<file path="config.mk">
export PLATFORM = sky130hd
export DESIGN_NAME = dbgreg_guard
export DESIGN_NICKNAME = d
export VERILOG_FILES = /design/src/rtl/dbgreg_pkg.sv /design/src/rtl/dbgreg_policy.sv /design/src/rtl/dbgreg_cause.sv /design/src/rtl/dbgreg_freeze.sv /design/src/rtl/dbgreg_guard.sv
export SDC_FILE = /design/constraint.sdc
export NUM_CORES = 1
export LEC_CHECK = 0
export ABC_CLOCK_PERIOD_IN_PS = 1500
export BUFFER_PORTS_ARGS = -buffer_cell sky130_fd_sc_hd__buf_4
export CAP_MARGIN = 20
export CORE_MARGIN = 2
export CORE_UTILIZATION = 51
export CTS_CLUSTER_SIZE = 20
export DETAILED_ROUTE_END_ITERATION = 10
export PLACE_DENSITY = 0.76
export SLEW_MARGIN = 10
export SYNTH_ARGS = -nofsm -noshare
export SYNTH_HDL_FRONTEND = slang
export SYNTH_SLANG_ARGS = --single-unit
export TNS_END_PERCENT = 10
</file>
<file path="constraint.sdc">
create_clock -name clk -period 1.5 [get_ports clk]
set_input_delay 0.3 -clock clk [delete_from_list [all_inputs] [get_ports clk]]
set_output_delay 0.3 -clock clk [all_outputs]
set_load 0.05 [all_outputs]
</file>
<file path="src/rtl/dbgreg_pkg.sv">
package dbgreg_pkg;
   typedef enum logic [1:0] {
      SEL_CAUSE = 2'd0,
      SEL_MASK  = 2'd1,
      SEL_XFER  = 2'd2,
      SEL_NONE  = 2'd3
   } reg_sel_e;
endpackage

</file>
<file path="src/rtl/dbgreg_policy.sv">
module dbgreg_policy
   import dbgreg_pkg::*;
(
   input  logic       acc_valid,
   input  logic       acc_write,
   input  logic [1:0] acc_sel,
   input  logic       priv_user,
   input  logic       dbg_en,
   input  logic       in_dbg,
   output logic       do_read,
   output logic       do_clear,
   output logic       wr_mask,
   output logic       wr_xfer,
   output logic       trap_req
);
   logic sup_acc;
   logic wr_allowed;
   logic clr_mode;

   always_comb begin
      sup_acc    = acc_valid && !priv_user;
      trap_req   = acc_valid && priv_user;
      clr_mode   = !dbg_en || in_dbg;
      do_read    = sup_acc && !acc_write && (acc_sel != SEL_NONE);
      do_clear   = do_read && (acc_sel == SEL_CAUSE) && clr_mode;
      wr_allowed = sup_acc && acc_write && clr_mode;
      wr_mask    = wr_allowed && (acc_sel == SEL_MASK);
      wr_xfer    = wr_allowed && (acc_sel == SEL_XFER) && dbg_en && in_dbg;
   end
endmodule

</file>
<file path="src/rtl/dbgreg_cause.sv">
module dbgreg_cause #(
   parameter int W = 8
) (
   input  logic         clk,
   input  logic         rst,
   input  logic         clr,
   input  logic [W-1:0] set_bits,
   output logic [W-1:0] cause_q
);
   for (genvar b = 0; b < W; b++) begin : g_bit
      always_ff @(posedge clk) begin
         if (rst)              cause_q[b] <= 1'b0;
         else if (set_bits[b]) cause_q[b] <= 1'b1;
         else if (clr)         cause_q[b] <= 1'b0;
      end
   end

   assert_evt_wins_R10: assert property (@(posedge clk) disable iff (rst)
      (|set_bits) |=> ((cause_q & $past(set_bits)) == $past(set_bits)));
   assert_clear_R2: assert property (@(posedge clk) disable iff (rst)
      (clr && set_bits == '0) |=> (cause_q == '0));
endmodule

</file>
<file path="src/rtl/dbgreg_freeze.sv">
module dbgreg_freeze (
   input  logic clk,
   input  logic rst,
   input  logic dbg_en,
   input  logic evt_hit,
   input  logic rfi,
   input  logic cause_zero,
   output logic freeze
);
   logic frz_set;
   logic frz_rel;

   always_comb begin
      frz_set = evt_hit && !dbg_en;
      frz_rel = rfi && cause_zero;
   end

   always_ff @(posedge clk) begin
      if (rst)          freeze <= 1'b0;
      else if (frz_set) freeze <= 1'b1;
      else if (frz_rel) freeze <= 1'b0;
   end

   assert_freeze_set_R8: assert property (@(posedge clk) disable iff (rst)
      (evt_hit && !dbg_en) |=> freeze);
   assert_freeze_hold_R9: assert property (@(posedge clk) disable iff (rst)
      (freeze && rfi && !cause_zero) |=> freeze);
   assert_freeze_release_R9: assert property (@(posedge clk) disable iff (rst)
      (rfi && cause_zero && !(evt_hit && !dbg_en)) |=> !freeze);
endmodule

</file>
<file path="src/rtl/dbgreg_guard.sv">
module dbgreg_guard
   import dbgreg_pkg::*;
#(
   parameter int W = 8
) (
   input  logic         clk,
   input  logic         rst,
   input  logic         acc_valid,
   input  logic [1:0]   acc_sel,
   input  logic         acc_write,
   input  logic [W-1:0] acc_wdata,
   input  logic         priv_user,
   input  logic         dbg_en,
   input  logic         in_dbg,
   input  logic         evt_valid,
   input  logic [W-1:0] evt_cause,
   input  logic         rfi,
   output logic [W-1:0] rd_data,
   output logic         trap,
   output logic         freeze
);
   localparam int SEL_W = $bits(reg_sel_e);

   if (W < 1 || W > 64) begin : g_bad_w
      $error("dbgreg_guard: W must be within 1..64");
   end
   if (SEL_W != 2) begin : g_bad_sel
      $error("dbgreg_guard: select encoding must be two bits wide");
   end

   logic         do_read, do_clear, wr_mask, wr_xfer, trap_req;
   logic [W-1:0] cause_q, mask_q, xfer_q, set_bits, rd_mux;

   dbgreg_policy u_policy (
      .acc_valid (acc_valid),
      .acc_write (acc_write),
      .acc_sel   (acc_sel),
      .priv_user (priv_user),
      .dbg_en    (dbg_en),
      .in_dbg    (in_dbg),
      .do_read   (do_read),
      .do_clear  (do_clear),
      .wr_mask   (wr_mask),
      .wr_xfer   (wr_xfer),
      .trap_req  (trap_req)
   );

   always_comb set_bits = evt_valid ? (evt_cause & mask_q) : '0;

   dbgreg_cause #(.W(W)) u_cause (
      .clk      (clk),
      .rst      (rst),
      .clr      (do_clear),
      .set_bits (set_bits),
      .cause_q  (cause_q)
   );

   dbgreg_freeze u_freeze (
      .clk        (clk),
      .rst        (rst),
      .dbg_en     (dbg_en),
      .evt_hit    (|set_bits),
      .rfi        (rfi),
      .cause_zero (cause_q == '0),
      .freeze     (freeze)
   );

   always_comb begin
      case (acc_sel)
         SEL_CAUSE: rd_mux = cause_q;
         SEL_MASK:  rd_mux = mask_q;
         SEL_XFER:  rd_mux = xfer_q;
         default:   rd_mux = '0;
      endcase
   end

   always_ff @(posedge clk) begin
      if (rst) begin
         mask_q  <= '0;
         xfer_q  <= '0;
         rd_data <= '0;
         trap    <= 1'b0;
      end else begin
         if (wr_mask) mask_q <= acc_wdata;
         if (wr_xfer) xfer_q <= acc_wdata;
         rd_data <= do_read ? rd_mux : '0;
         trap    <= trap_req;
      end
   end

   assert_user_trap_R1: assert property (@(posedge clk) disable iff (rst)
      (acc_valid && priv_user) |=> (trap && rd_data == '0));
   assert_user_no_change_R1: assert property (@(posedge clk) disable iff (rst)
      (acc_valid && priv_user && !evt_valid) |=>
         ($stable(cause_q) && $stable(mask_q) && $stable(xfer_q)));
   assert_trap_pulse_R11: assert property (@(posedge clk) disable iff (rst)
      !(acc_valid && priv_user) |=> !trap);
   assert_write_rd_zero_R11: assert property (@(posedge clk) disable iff (rst)
      (acc_valid && acc_write) |=> (rd_data == '0));
   assert_wr_blocked_R6: assert property (@(posedge clk) disable iff (rst)
      (acc_valid && acc_write && dbg_en && !in_dbg) |=>
         ($stable(mask_q) && $stable(xfer_q)));
   assert_no_read_no_clear_R3: assert property (@(posedge clk) disable iff (rst)
      (dbg_en && !in_dbg && !evt_valid) |=> $stable(cause_q));
endmodule

</file>
==> impl_summary.txt <==
----------------------------------------------------
[Global routing]
  Maximum number of pins on one net before global-route repair ... 17
  Number of antenna violations at the first check in global routing ... 0
  Global Route Usage Sum ... 0.222
  First-pass GRT wire length ... 5.30 mm
  Vias in the first global route ... 1143
  Leftover overflow at the end of global routing ... 0

[Die]
  Full die area ... 0.00316 mm²
  Row Count ... 18
  Die height ... 56.2 µm
  Initial Util ... 0.552
  Total I/O pin count ... 37
  Core box area ... 0.00252 mm²
  Width of the die ... 56.2 µm

[Timing]
  Post-route setup slack ... 0.184 ns
  Crit path time final ... 1.32 ns
  Setup violators final ... 0
  Setup TNS ... 0 ns
  Setup Skew ... 0.00665 ns
  Actual slew at the worst max-slew pin ... 0.315 ns
  Unrepaired setup endpoints after global routing ... no
  Max-Slew Margin vs Limit ... 0.790
  Post-route clock period utilization ... 0.877
  Final Slew Violations ... 0
  Maximum operating frequency ... 0.760 GHz
  Count of final hold-check violations ... 0

[Yosys]
  Syn Std Cell Area ... 0.00139 mm²
  Synth warn ... 0
  Average footprint of a synthesized cell ... 10.2 µm²
  Sequential share of the synthesized area ... 0.489
  Distinct cells, synth ... 27
  Register bit count reported by yosys ... 34
  Net count after synthesis ... 163
  Count of mapped cells out of synthesis ... 136

[Detailed routing]
  Final routed wire length divided by cell count ... 15.0 µm
  Vias per cell ... 5.60
  Count of vias placed by the detailed router ... 1182
  Residual DRC count ... 0
  Post-DRT Antenna Nets ... 0
  Routed Wire Length ... 3.17 mm
  First-pass detailed-route iteration total ... 5
  Initial drt markers ... 18

[Clock network]
  Post-CTS setup-driven buffer insertion count ... 0
  Count of cells resized by post-cts repair ... 0
  Buffer depth of the longest clock path ... 2
  TritonCTS clock tree ... yes
  Clock Root Buffer ... clkbuf_4
  Clock sinks ... 34
  Hold Buf Count CTS ... 0
  Clk pin slew, worst setup/hold paths ... 0.11 ns
  Clock buffers created by TritonCTS ... 5
  Source-to-sink clock delay at the later pin of the worst-skew pair ... 0.34 ns
  H-tree depth ... 2

[Cells and area]
  Commonest non-fill, non-tap cells in the layout ... 42 x buf_4, 34 x dfxtp_1, 32 x nor2_1
  NumNets Final ... 207
  Fraction of final layout cells with drive strength greater than 1 ... 0.309
  Post-Route Utilization ... 0.733
  Most common cell after layout, fill and taps aside ... buf_4
  Synth-to-layout area growth ... 32.9%
  Number of antenna cells inserted ... 0

[Critical path]
  FF-to-FF End ... u_freeze.freeze
  Master of the slowest instance on the critical path ... dfxtp_1
  Arrival time of data at the critical path endpoint ... 1.56 ns
  Crit-path cells ... a22o_1, a221oi_1, a311oi_1, a31o_2
  Type of the worst setup path ... reg2reg
  R2r worst-path depth ... 4
  Crit path required time ... 1.74 ns
  Worst flop-to-flop path startpoint ... mask_q[5]
  Delay of the slowest cell on the worst path ... 0.35 ns
  Highest net fanout along the worst path ... 4
  Kind of end point of the critical path ... flop
  CP startpoint kind ... flop
  Minimum setup slack among reg-to-reg paths ... 0.18 ns

[Place]
  Global placer's final weighted congestion ... 0.757
  Half-perimeter wire length of the detailed placement result ... 2.39 mm
  Port Buffers ... 36
  Pre-CTS setup slack ... 0.0305 ns

[Min path]
  Beginning of the worst hold path ... acc_wdata[1]
  Endpoint of the worst hold-timing path ... xfer_q[1]
  Hold Crit Class ... in2reg
  Min-Delay Path Depth ... 3

[Pwr]
  Standby leakage power ... 0.833 nW
  Cell area power density ... 1050 mW/mm²
  Worst ir drop on vdd ... 0.00149 V

[Run]
  Max_cap viols ... 0

[Outcome]
  Outcome ... complete, no violations

----------------------------------------------------
-- cell usage after synthesis --
cell type	instances	area [µm²]
a2111o_1	1	11.3
a21oi_1	9	45.0
a221oi_1	1	8.76
a22o_1	1	8.76
a22oi_1	2	15.0
a311oi_1	1	8.76
a31o_2	1	8.76
a32o_1	8	80.1
and2b_1	1	7.51
and2b_2	1	8.76
and3_1	1	6.26
and3b_1	1	8.76
buf_2	1	5.00
buf_4	1	7.51
buf_6	2	22.5
clkbuf_1	3	11.3
dfxtp_1	34	681
inv_1	3	11.3
mux2i_1	24	240
nand2b_1	1	6.26
nand4_2	1	12.5
nand4b_1	1	8.76
nor2_1	32	120
nor2b_1	1	6.26
nor3_1	1	5.00
nor4_1	2	12.5
nor4b_4	1	23.8
-- critical path, delay by kind of cell, from the launching register on --
kind | cells | cell delay [ns]
AOI/OAI and AO/OA | 4 | 0.87
DFF | 1 | 0.35
-- where the power goes --
part | switching [mW] | internal, mW | leakage, nW
registers | 0.00418 | 0.908 | 0.274
clock network | 0.312 | 0.565 | 0.0585
logic | 0.0716 | 0.0783 | 0.501
total | 0.388 | 1.55 | 0.833
-- layout make-up --
type	instances	area [µm²]
timing repair buffer	44	355
clock inverter	2	60.1
inverter	3	11.3
tap	30	37.5
clock buffer	6	51.3
fill	196	673
sequential	34	681
multi-input combinational	92	653
-- worst max-delay path by stage --
stage	from	to	slack, ns
floorplan	acc_sel[0]	mask_q[0]	0.22
global placement	dbg_en	u_cause.cause_q[7]	0.08
detailed placement	priv_user	mask_q[6]	0.03
CTS	mask_q[5]	u_freeze.freeze	0.20
global route	mask_q[5]	u_freeze.freeze	0.1
finish	mask_q[5]	u_freeze.freeze	0.18
-- kinds of logic (layout without fill, tap and decap cells) --
family                 after synthesis  after routing  share of synthesized area
and+or+nand+nor                     44             44                      0.163
AOI/OAI and AO/OA                   24             24                      0.134
muxes                               24             24                      0.173
buffers and inverters               10             55                     0.0414
DFF                                 34             34                      0.489
-- per-layer routing --
layer  GRT usage  vias up  share of wire
met5           0        -              0
met4      0.0714        0          0.014
met3      0.0767        6          0.068
met2       0.370       37           0.51
met1       0.266      554           0.41
li1            -      585              -
-- stage by stage --
stage	cells	total power [mW]	cell area (µm²)	hold slack, ns
finish	211	1.94	1850	0.199
global route	211	1.99	1850	0.195
CTS	211	1.95	1850	0.190
detailed placement	203	1.08	1740	0.483
global placement	203	1.08	1740	0.473
floorplan	136	0.997	1390	0.444
-- state kept, by name (all words and copies together), names as in the netlist --
name,count
rd_data,8
u_cause.cause_q,8
xfer_q,8
u_freeze.freeze,1
trap,1
mask_q,8
No activity file was read; power rests on OpenSTA's default activity.
